### src/rtl/bbm_pkg.sv
package bbm_pkg;
  localparam int BBM_DW = 32;
  localparam int BBM_NB = BBM_DW / 8;
  localparam int BBM_LO = 3;  // address bits that cycle inside the longest burst
  typedef enum logic [1:0] {ST_IDLE, ST_ARB, ST_ADDR, ST_DATA} bbm_state_e;
endpackage

### src/rtl/bbm_chunk.sv
// Picks the length of the next transaction from the current address and the
// words still to move.
module bbm_chunk import bbm_pkg::*; #(
  parameter int CW = 16,
  parameter int LW = 4
) (
  input  logic [BBM_LO-1:0] addr_lo,
  input  logic [CW-1:0]     remaining,
  input  logic              burst8,
  output logic [LW-1:0]     chunk
);
  logic [LW-1:0]     blen;
  logic [BBM_LO-1:0] mask;
  logic              aligned;
  logic              enough;

  always_comb begin
    blen    = burst8 ? LW'(8) : LW'(4);
    mask    = BBM_LO'(blen - LW'(1));
    aligned = (addr_lo & mask) == '0;
    enough  = remaining >= CW'(blen);
    chunk   = (aligned && enough) ? blen : LW'(1);
  end
endmodule

### src/rtl/bbm_swap.sv
// Static byte-order reversal between the FIFO side and the bus side.
module bbm_swap #(
  parameter int NB = 4
) (
  input  logic            big,
  input  logic [8*NB-1:0] din,
  output logic [8*NB-1:0] dout
);
  for (genvar b = 0; b < NB; b++) begin : g_lane
    assign dout[8*b +: 8] = big ? din[8*(NB-1-b) +: 8] : din[8*b +: 8];
  end
endmodule

### src/rtl/bbm_parity.sv
// Odd parity, one bit per byte lane.
module bbm_parity #(
  parameter int NB = 4
) (
  input  logic [8*NB-1:0] word,
  output logic [NB-1:0]   par
);
  for (genvar b = 0; b < NB; b++) begin : g_lane
    assign par[b] = ~^word[8*b +: 8];
  end
endmodule

### src/rtl/burst_bus_master.sv
module burst_bus_master import bbm_pkg::*; #(
  parameter int AW         = 30,
  parameter int CW         = 16,
  parameter int PAGE_WORDS = 64
) (
  input  logic                clk,
  input  logic                rst_n,
  input  logic                cfg_burst8,
  input  logic                cfg_big_endian,
  input  logic                cfg_addr_on_data,
  input  logic                req_valid,
  output logic                req_ready,
  input  logic [AW-1:0]       req_addr,
  input  logic [CW-1:0]       req_count,
  input  logic                req_write,
  output logic                fifo_rd_en,
  input  logic [BBM_DW-1:0]   fifo_rd_data,
  output logic                fifo_wr_en,
  output logic [BBM_DW-1:0]   fifo_wr_data,
  output logic                bus_req,
  input  logic                bus_gnt,
  output logic                bus_as,
  output logic                bus_burst,
  output logic                bus_we,
  output logic [AW-1:0]       bus_addr,
  output logic [BBM_LO-1:0]   bus_alo,
  output logic                bus_oe,
  output logic [BBM_DW-1:0]   bus_dout,
  output logic [BBM_NB-1:0]   bus_pout,
  input  logic [BBM_DW-1:0]   bus_din,
  input  logic [BBM_NB-1:0]   bus_pin,
  input  logic                bus_rdy,
  output logic                done,
  output logic [CW-1:0]       done_words,
  output logic                par_err
);
  localparam int LW      = 4;
  localparam int PAGE_LG = $clog2(PAGE_WORDS);
  localparam int PADW    = BBM_DW - AW;

  // reset: asserted at once, released on the clock
  logic [1:0] rst_sync_q;
  logic       rst_i;
  always_ff @(posedge clk or negedge rst_n) begin
    if (!rst_n) rst_sync_q <= 2'b00;
    else        rst_sync_q <= {rst_sync_q[0], 1'b1};
  end
  assign rst_i = rst_sync_q[1];

  bbm_state_e      state_q, state_d;
  logic [AW-1:0]   addr_q, addr_d, base_q;
  logic [CW-1:0]   rem_q, rem_d, total_q, donew_q, donew_d;
  logic [LW-1:0]   beats_q, chunk;
  logic            we_q, done_q, done_d, perr_q, perr_d;
  logic            accept, beat, last_beat, final_beat, ctx_en;
  logic            in_addr, in_data, rd_bad;
  logic [BBM_DW-1:0] tx_word, rx_word, dout_pre;
  logic [BBM_NB-1:0] rx_par;

  bbm_chunk #(.CW(CW), .LW(LW)) u_chunk (
    .addr_lo  (addr_q[BBM_LO-1:0]),
    .remaining(rem_q),
    .burst8   (cfg_burst8),
    .chunk    (chunk)
  );

  bbm_swap #(.NB(BBM_NB)) u_tx_swap (.big(cfg_big_endian), .din(fifo_rd_data), .dout(tx_word));
  bbm_swap #(.NB(BBM_NB)) u_rx_swap (.big(cfg_big_endian), .din(bus_din),      .dout(rx_word));
  bbm_parity #(.NB(BBM_NB)) u_tx_par (.word(bus_dout), .par(bus_pout));
  bbm_parity #(.NB(BBM_NB)) u_rx_par (.word(bus_din),  .par(rx_par));

  // next-state logic
  always_comb begin
    in_addr    = (state_q == ST_ADDR);
    in_data    = (state_q == ST_DATA);
    accept     = (state_q == ST_IDLE) && req_valid;
    beat       = in_data && bus_rdy;
    last_beat  = beat && (beats_q == LW'(1));
    final_beat = last_beat && (rem_q == CW'(1));
    ctx_en     = accept || beat;
    addr_d     = accept ? req_addr  : addr_q + AW'(1);
    rem_d      = accept ? req_count : rem_q - CW'(1);
    done_d     = (accept && (req_count == '0)) || final_beat;
    donew_d    = accept ? '0 : total_q;
    rd_bad     = rx_par != bus_pin;
    perr_d     = perr_q || (beat && !we_q && rd_bad);

    state_d = state_q;
    case (state_q)
      ST_IDLE: if (accept && (req_count != '0)) state_d = ST_ARB;
      ST_ARB:  if (bus_gnt) state_d = ST_ADDR;
      ST_ADDR: state_d = ST_DATA;
      ST_DATA: if (final_beat)     state_d = ST_IDLE;
               else if (last_beat) state_d = ST_ADDR;
      default: state_d = ST_IDLE;
    endcase
  end

  // registers
  always_ff @(posedge clk or negedge rst_i) begin
    if (!rst_i) begin
      state_q <= ST_IDLE;
      addr_q  <= '0;
      base_q  <= '0;
      rem_q   <= '0;
      total_q <= '0;
      beats_q <= '0;
      we_q    <= 1'b0;
      done_q  <= 1'b0;
      donew_q <= '0;
      perr_q  <= 1'b0;
    end else begin
      state_q <= state_d;
      done_q  <= done_d;
      perr_q  <= perr_d;
      if (ctx_en) begin
        addr_q <= addr_d;
        rem_q  <= rem_d;
      end
      if (accept) begin
        we_q    <= req_write;
        total_q <= req_count;
      end
      if (in_addr) begin
        base_q  <= addr_q;
        beats_q <= chunk;
      end else if (beat) begin
        beats_q <= beats_q - LW'(1);
      end
      if (done_d) donew_q <= donew_d;
    end
  end

  // outputs
  always_comb begin
    req_ready    = (state_q == ST_IDLE);
    bus_req      = (state_q != ST_IDLE);
    bus_as       = in_addr;
    bus_burst    = in_addr && (chunk != LW'(1));
    bus_we       = (in_addr || in_data) && we_q;
    bus_addr     = in_addr ? addr_q : base_q;
    bus_alo      = addr_q[BBM_LO-1:0];
    bus_oe       = (in_addr && cfg_addr_on_data) || (in_data && we_q);
    dout_pre     = in_addr ? {{PADW{1'b0}}, addr_q} : tx_word;
    bus_dout     = bus_oe ? dout_pre : '0;
    fifo_rd_en   = beat && we_q;
    fifo_wr_en   = beat && !we_q;
    fifo_wr_data = rx_word;
    done         = done_q;
    done_words   = donew_q;
    par_err      = perr_q;
  end

  logic [AW-1:0] chunk_last;
  assign chunk_last = addr_q + AW'(chunk) - AW'(1);


  as_after_grant_chk: assert property (@(posedge clk) disable iff (!rst_i)
    bus_as |-> (bus_req && $past(bus_gnt)));

  as_single_cycle_chk: assert property (@(posedge clk) disable iff (!rst_i)
    bus_as |=> !bus_as);

  burst_aligned_chk: assert property (@(posedge clk) disable iff (!rst_i)
    (bus_as && bus_burst) |-> ((bus_alo[1:0] == 2'b00) && (!cfg_burst8 || !bus_alo[2])));

  no_page_cross_chk: assert property (@(posedge clk) disable iff (!rst_i)
    bus_as |-> ((addr_q >> PAGE_LG) == (chunk_last >> PAGE_LG)));

  alo_step_chk: assert property (@(posedge clk) disable iff (!rst_i)
    (in_data && bus_rdy && (beats_q != LW'(1))) |=> (bus_alo == $past(bus_alo) + 3'd1));

  wait_hold_chk: assert property (@(posedge clk) disable iff (!rst_i)
    (in_data && !bus_rdy) |=> ((state_q == ST_DATA) && $stable(bus_alo)));

  strobe_needs_rdy_chk: assert property (@(posedge clk) disable iff (!rst_i)
    (fifo_rd_en || fifo_wr_en) |-> bus_rdy);

  write_drives_bus_chk: assert property (@(posedge clk) disable iff (!rst_i)
    fifo_rd_en |-> (bus_oe && bus_we));

  perr_sticky_chk: assert property (@(posedge clk) disable iff (!rst_i)
    par_err |=> par_err);

  done_releases_bus_chk: assert property (@(posedge clk) disable iff (!rst_i)
    done |-> (!bus_req && req_ready));
endmodule

### config.mk
export PLATFORM = sky130hd
export DESIGN_NAME = burst_bus_master
export DESIGN_NICKNAME = d
export VERILOG_FILES = /design/src/rtl/bbm_pkg.sv /design/src/rtl/bbm_chunk.sv /design/src/rtl/bbm_swap.sv /design/src/rtl/bbm_parity.sv /design/src/rtl/burst_bus_master.sv
export SDC_FILE = /design/constraint.sdc
export NUM_CORES = 1
export LEC_CHECK = 0
export BUFFER_PORTS_ARGS = -buffer_cell sky130_fd_sc_hd__buf_2
export CORE_MARGIN = 2
export CORE_UTILIZATION = 25
export CTS_CLUSTER_SIZE = 14
export DETAILED_ROUTE_END_ITERATION = 6
export GPL_ROUTABILITY_DRIVEN = 0
export SLEW_MARGIN = 0
export SYNTH_ARGS = -nofsm -noshare
export SYNTH_HDL_FRONTEND = slang
export SYNTH_HIERARCHICAL = 1
export SYNTH_SLANG_ARGS = --single-unit
### constraint.sdc
create_clock -name clk -period 8.2 [get_ports clk]
set_input_delay 2.46 -clock clk [delete_from_list [all_inputs] [get_ports clk]]
set_output_delay 2.46 -clock clk [all_outputs]
set_load 0.05 [all_outputs]
**Yosys cells after proc, flatten, opt, wreduce, memory -nomap -nowiden**

Index checks and enable logic that the tools add are counted.
W data, S select, Z words.

- Register bits: 119
- Input port bits: 123
- Output and inout bits: 127
- Logic and storage cells: 85

- $add $sub $neg: 4
- Order comparisons: 1
- Eq/ne operators: 10
- Multiplexer cells: 23
- Bitwise gates (word level): 1
- Reductions and logical operators: 35

Operator list:

| kind | number |
|---|---|
| $mux W32 | 2 |
| $mux W8 | 8 |
| $reduce_xnor A8 Y1 | 8 |
| $mux W30 | 2 |
| $mux W16 | 2 |
| $add A30 B1 Y30 const B | 1 |
| $eq A16 B1 Y1 const B | 1 |
| $ge A16 B4 Y1 | 1 |
| $logic_not A16 Y1 | 1 |
| $mux W4 | 4 |
| $reduce_bool A16 Y1 | 1 |
| $sub A16 B1 Y16 const B | 1 |
| $logic_and A1 B1 Y1 | 14 |
| $mux W2 | 4 |
| $pmux W2 S4 | 1 |
| $logic_or A1 B1 Y1 | 5 |
| $eq A2 B2 Y1 const B | 2 |
| $eq A4 B1 Y1 const B | 1 |
| $ne A4 B1 Y1 const B | 1 |
| $ne A4 B4 Y1 | 1 |
| $reduce_bool A2 Y1 | 2 |
| $sub A4 B1 Y4 const B | 1 |
| $and A3 B3 Y3 | 1 |
| $logic_not A3 Y1 | 1 |
| other kinds (8) | 8 |

**Longest topological paths before layout**

- Word-level depth: 8
- Gate-level depth with buffers: 9
- Gate-level depth less buffers: 7

**Cells and area by module**

The synthesis kept the hierarchy.

Modules (own cells, without submodules):

| module | instances | cells an instance | area each (um2) | seq. area each (um2) |
|---|---|---|---|---|
| burst_bus_master | 1 | 644 | 5730.5 | 2977.9 |
| bbm_swap | 2 | 36 | 544.3 | 0.0 |
| bbm_parity | 2 | 28 | 245.2 | 0.0 |
| bbm_chunk | 1 | 18 | 135.1 | 0.0 |

**Worst setup path before layout**

No wires, ideal clock.

- Path kind: input -> output
- Start: input port cfg_big_endian
- End: output port bus_pout[2]
- Arrival: 5032 ps
- Data required time: 5740 ps
- Path slack: 708 ps
- Stages on the path: 8
- Buffers on the path: 2
- Cells stage by stage: buf_6 -> buf_12 -> mux2_4 -> nand2_1 -> a21oi_1 -> xnor2_1 -> xnor2_1 -> xnor2_1

- Cells in the longest elaborated chain, start to end: 4

RTL lines:

| item | line | RTL |
|---|---|---|
| start, declared | burst_bus_master.sv:9 | `input logic cfg_big_endian,` |
| $mux W8 | bbm_swap.sv:10 | `assign dout[8*b +: 8] = big ? din[8*(NB-1-b) +: 8] : din[8*b +: 8];` |
| named net tx_word[23] | burst_bus_master.sv:57 | `logic [BBM_DW-1:0] tx_word, rx_word, dout_pre;` |
| $mux W32 | burst_bus_master.sv:144 | `dout_pre = in_addr ? {{PADW{1'b0}}, addr_q} : tx_word;` |
| $mux W32 | burst_bus_master.sv:145 | `bus_dout = bus_oe ? dout_pre : '0;` |
| named net bus_dout[23] | burst_bus_master.sv:28 | `output logic [BBM_DW-1:0] bus_dout,` |
| $reduce_xnor A8 Y1 | bbm_parity.sv:9 | `assign par[b] = ~^word[8*b +: 8];` |
| end, declared | burst_bus_master.sv:29 | `output logic [BBM_NB-1:0] bus_pout,` |

The timed path passes the listed nets, and every way through them passes these cells.

**Final worst setup path**

- Start: input port cfg_addr_on_data
- End: output port bus_pout[1]

- Cells in the longest elaborated chain, start to end: 4

RTL lines:

| item | line | RTL |
|---|---|---|
| start, declared | burst_bus_master.sv:10 | `input logic cfg_addr_on_data,` |
| $logic_and A1 B1 Y1 | burst_bus_master.sv:143 | `bus_oe = (in_addr && cfg_addr_on_data) \|\| (in_data && we_q);` |
| $logic_or A1 B1 Y1 | burst_bus_master.sv:143 |  |
| $mux W32 | burst_bus_master.sv:145 |  |
| $reduce_xnor A8 Y1 | bbm_parity.sv:9 |  |

No other way between the ends.

==> impl_metrics.yaml <==
run_status:
  outcome: "finished clean"
finish:
  area_growth_pct: 28.55
  fillers: 3148
  fin_util: 0.3246
  layoutNonFillerInstCount: 1424
  fin_area_um2: 9570
  drive_gt1_frac: 0.3589
  nets: 1145
floorplan:
  core-area_um2: 29480
  die_width_um: 176.6
  fp.dieArea_um2: 31180
  die_height_um: 176.6
  io_pins: 250
  rows: 63
  initial_utilization: 0.2525
pwr:
  peakVddDrop_mv: 0.1403
  power.density_nw_per_um2: 328.1
  power_frac_comb: 0.451
  p_int_mw: 1.673
  total_power_mw: 3.141
  switching_share: 0.4674
  p_leak_nw: 4.762
  seqPwrFrac: 0.286
  clkPwrFrac: 0.263
  power.switching_mw: 1.468
synthesis:
  synthMuxAreaShare: 0.1314
  synthTopCellsByArea: "dfrtp_1 (40%), mux2_4 (12%), nand2_1 (10%), xnor2_1 (8.0%), a21oi_1 (2.6%)"
  yosys.area.top_type_share: 0.4000
  yosysTopAreaCell: "dfrtp_1"
  ys_types: 58
  synth_common_cells: "nand2_1 (208), dfrtp_1 (119), xnor2_1 (68)"
  synth-main-ff-cell: "dfrtp_1"
  syn_avg_cell_area_um2: 9.424
  ys_seq_area_frac: 0.4000
  async_reset_ff_frac: 1.000
  synthMostInstantiatedCell: "nand2_1"
  synth_top_family_by_area: "simple AND/OR/NAND/NOR gates"
  yosysWarnings: 6
  synth-simple-area-share: 0.1929
  synth_edf_count: 0
  synth-compound-area-share: 0.1101
  synth_fa_ha_area_frac: 0.01176
  synth_xor_area_frac: 0.1000
  synthesis.nets: 920
  synthesis.area_um2: 7445
  ys_ff_latch: 119
  synthesis.instances: 790
sta:
  worstMarginPinSlew_ns: 1.086
  slew_violations: 0
  min_period_over_period: 0.8376
  finalCriticalPeriod_ns: 6.868
  rsz0062_at_grt: "no"
  clock.fmax_mhz: 145.6
  hold_viol_final: 0
  slew_headroom: 0.2701
  finalSetupTns_ns: 0
  setup_viol_count_final: 0
  skew_ns: 0.01369
  setup_slack_ns: 1.332
  hold_ws_ns: 0.3512
drt:
  drcViolationCount: 0
  drt_iter0_drc: 496
  viasPerCell: 4.665
  drtAntennaViolNets: 0
  vias: 6643
  drt_wl_total_um: 23810
  firstDrtPassIters: 7
  post_drt_wl_per_cell_um: 16.72
worst_setup_path:
  cp_cell_sequence: "buf_2 -> mux2_2 -> nand2_1 -> buf_4 -> a21oi_1 -> xnor2_1 -> xnor2_1 -> xnor2_1 -> buf_2"
  cp-end-kind: "output pin"
  r2r_slack_ns: 5.04
  r2r_start: "rem_q[7]"
  crit_arrival_ns: 4.41
  setup.worst_path.start_class: "input pin"
  path_common_cell: "xnor2_1"
  cpMaxStageDelayCell: "buf_4"
  critical_path_class: "input pin to output pin"
  cp-startpoint: "cfg_addr_on_data"
  path_buf_inv: 3
  max_stage_delay_ns: 0.32
  worstPathRequired_ns: 5.74
  critPathTopFamily: "buffers and inverters"
  worstPathMaxFanout: 21
cts:
  cts_buffer_depth: 2
  cts_max_level: 4
  clkTransAtPathRegs_ns: 0.06
  cts_root_buf: "clkbuf_16"
  clock_sinks: 119
  cts_buffers: 17
  cts_tree: "done"
  worstSkewPairLatency_ns: 0.42
  cts_resized: 0
  postCtsHoldBufs: 0
  cts_setup_buffers: 0
grt:
  grt_pass1_vias: 6517
  grt_antenna_before_repair: 7
  grt-ovfl-total: 0
  grt_max_degree: 66
  grt_pass1_wl_um: 36580
  grt.total_usage: 0.1506
flow_run:
  maxCapViolCount: 0
placed_design:
  post_dp_cell_area_um2: 8916
  dp_hpwl_um: 18190
  io_buffers: 249
  place_inst: 1386
  pre_cts_ws_ns: 1.340
hold_path:
  hold_class: "flop to flop"
  hp-start: "rst_sync_q[0]"
-- power groups by stage --
stage	clock (mW)	combinational [mW]	sequential (mW)
2_1_floorplan	0	1.11	0.875
3_3_place_gp	0	1.41	0.904
3_5_place_dp	0	1.42	0.907
4_1_cts	0.841	1.43	0.899
5_1_grt	0.871	1.53	0.923
6_report	0.825	1.42	0.898
-- per-layer routing --
layer  global-route usage  vias to the layer above  share of wire
met5                    0                        -              0
met4              0.05441                        0          0.021
met3              0.03854                       26          0.063
met2               0.2485                      210           0.49
met1               0.1897                     3227           0.42
li1                     -                     3180              -
-- sequential cells by signal, indices dropped and copies added, names as in the netlist --
signal,cells
we_q,1
done_words,16
beats_q,4
done,1
total_q,16
par_err,1
rst_sync_q,2
state_q,2
base_q,30
addr_q,30
rem_q,16
-- cells by family after synthesis --
kind of cell,after synthesis
flip-flops,119
buffers and inverters,68
multiplexers,67
XOR/XNOR,85
adder cells (fa/ha/maj),7
other,2
AO/OA/AOI/OAI,126
AND/OR/NAND/NOR,316
-- final cells by class --
class	instances	area [um2]	share of cell area
antenna	6	15.01	0.001569
clock buffer	17	425.4	0.04445
multi-input combinational	603	4078	0.4261
inverter	18	67.56	0.007060
sequential	119	2982	0.3115
tap	390	488.0	0.05099
clock inverter	15	214.0	0.02236
timing repair buffer	256	1301	0.1360
-- final timing paths --
path,depth (start not counted),end
worst max-delay path,9,bus_pout[1]
worst min-delay path,0,rst_sync_q[1]
worst max register to register,5,done_words[7]
worst min register to register,0,rst_sync_q[1]
max in group asynchronous,1,rst_sync_q[1]
min in group asynchronous,0,addr_q[4]
-- layout by cell type (no fill, tap or decap), drive strengths merged, types with 5 or more instances in the layout --
cell type | netlist | routed
or4 | 6 | 6
nand3 | 20 | 20
mux2 | 66 | 66
xnor2 | 68 | 68
inv | 17 | 24
ha | 7 | 7
xor2 | 17 | 17
nor2 | 25 | 25
a21oi | 39 | 39
dfrtp | 119 | 119
buf | 20 | 256
a22o | 16 | 16
a221o | 5 | 5
clkbuf | 30 | 17
nor3 | 5 | 5
nor4 | 15 | 15
o21ai | 33 | 33
nand2 | 208 | 208
and3 | 6 | 6
o211ai | 11 | 11
diode | 0 | 6
nand4 | 15 | 15
o311ai | 5 | 5
Note: power is estimated with default switching activity, not from simulation.
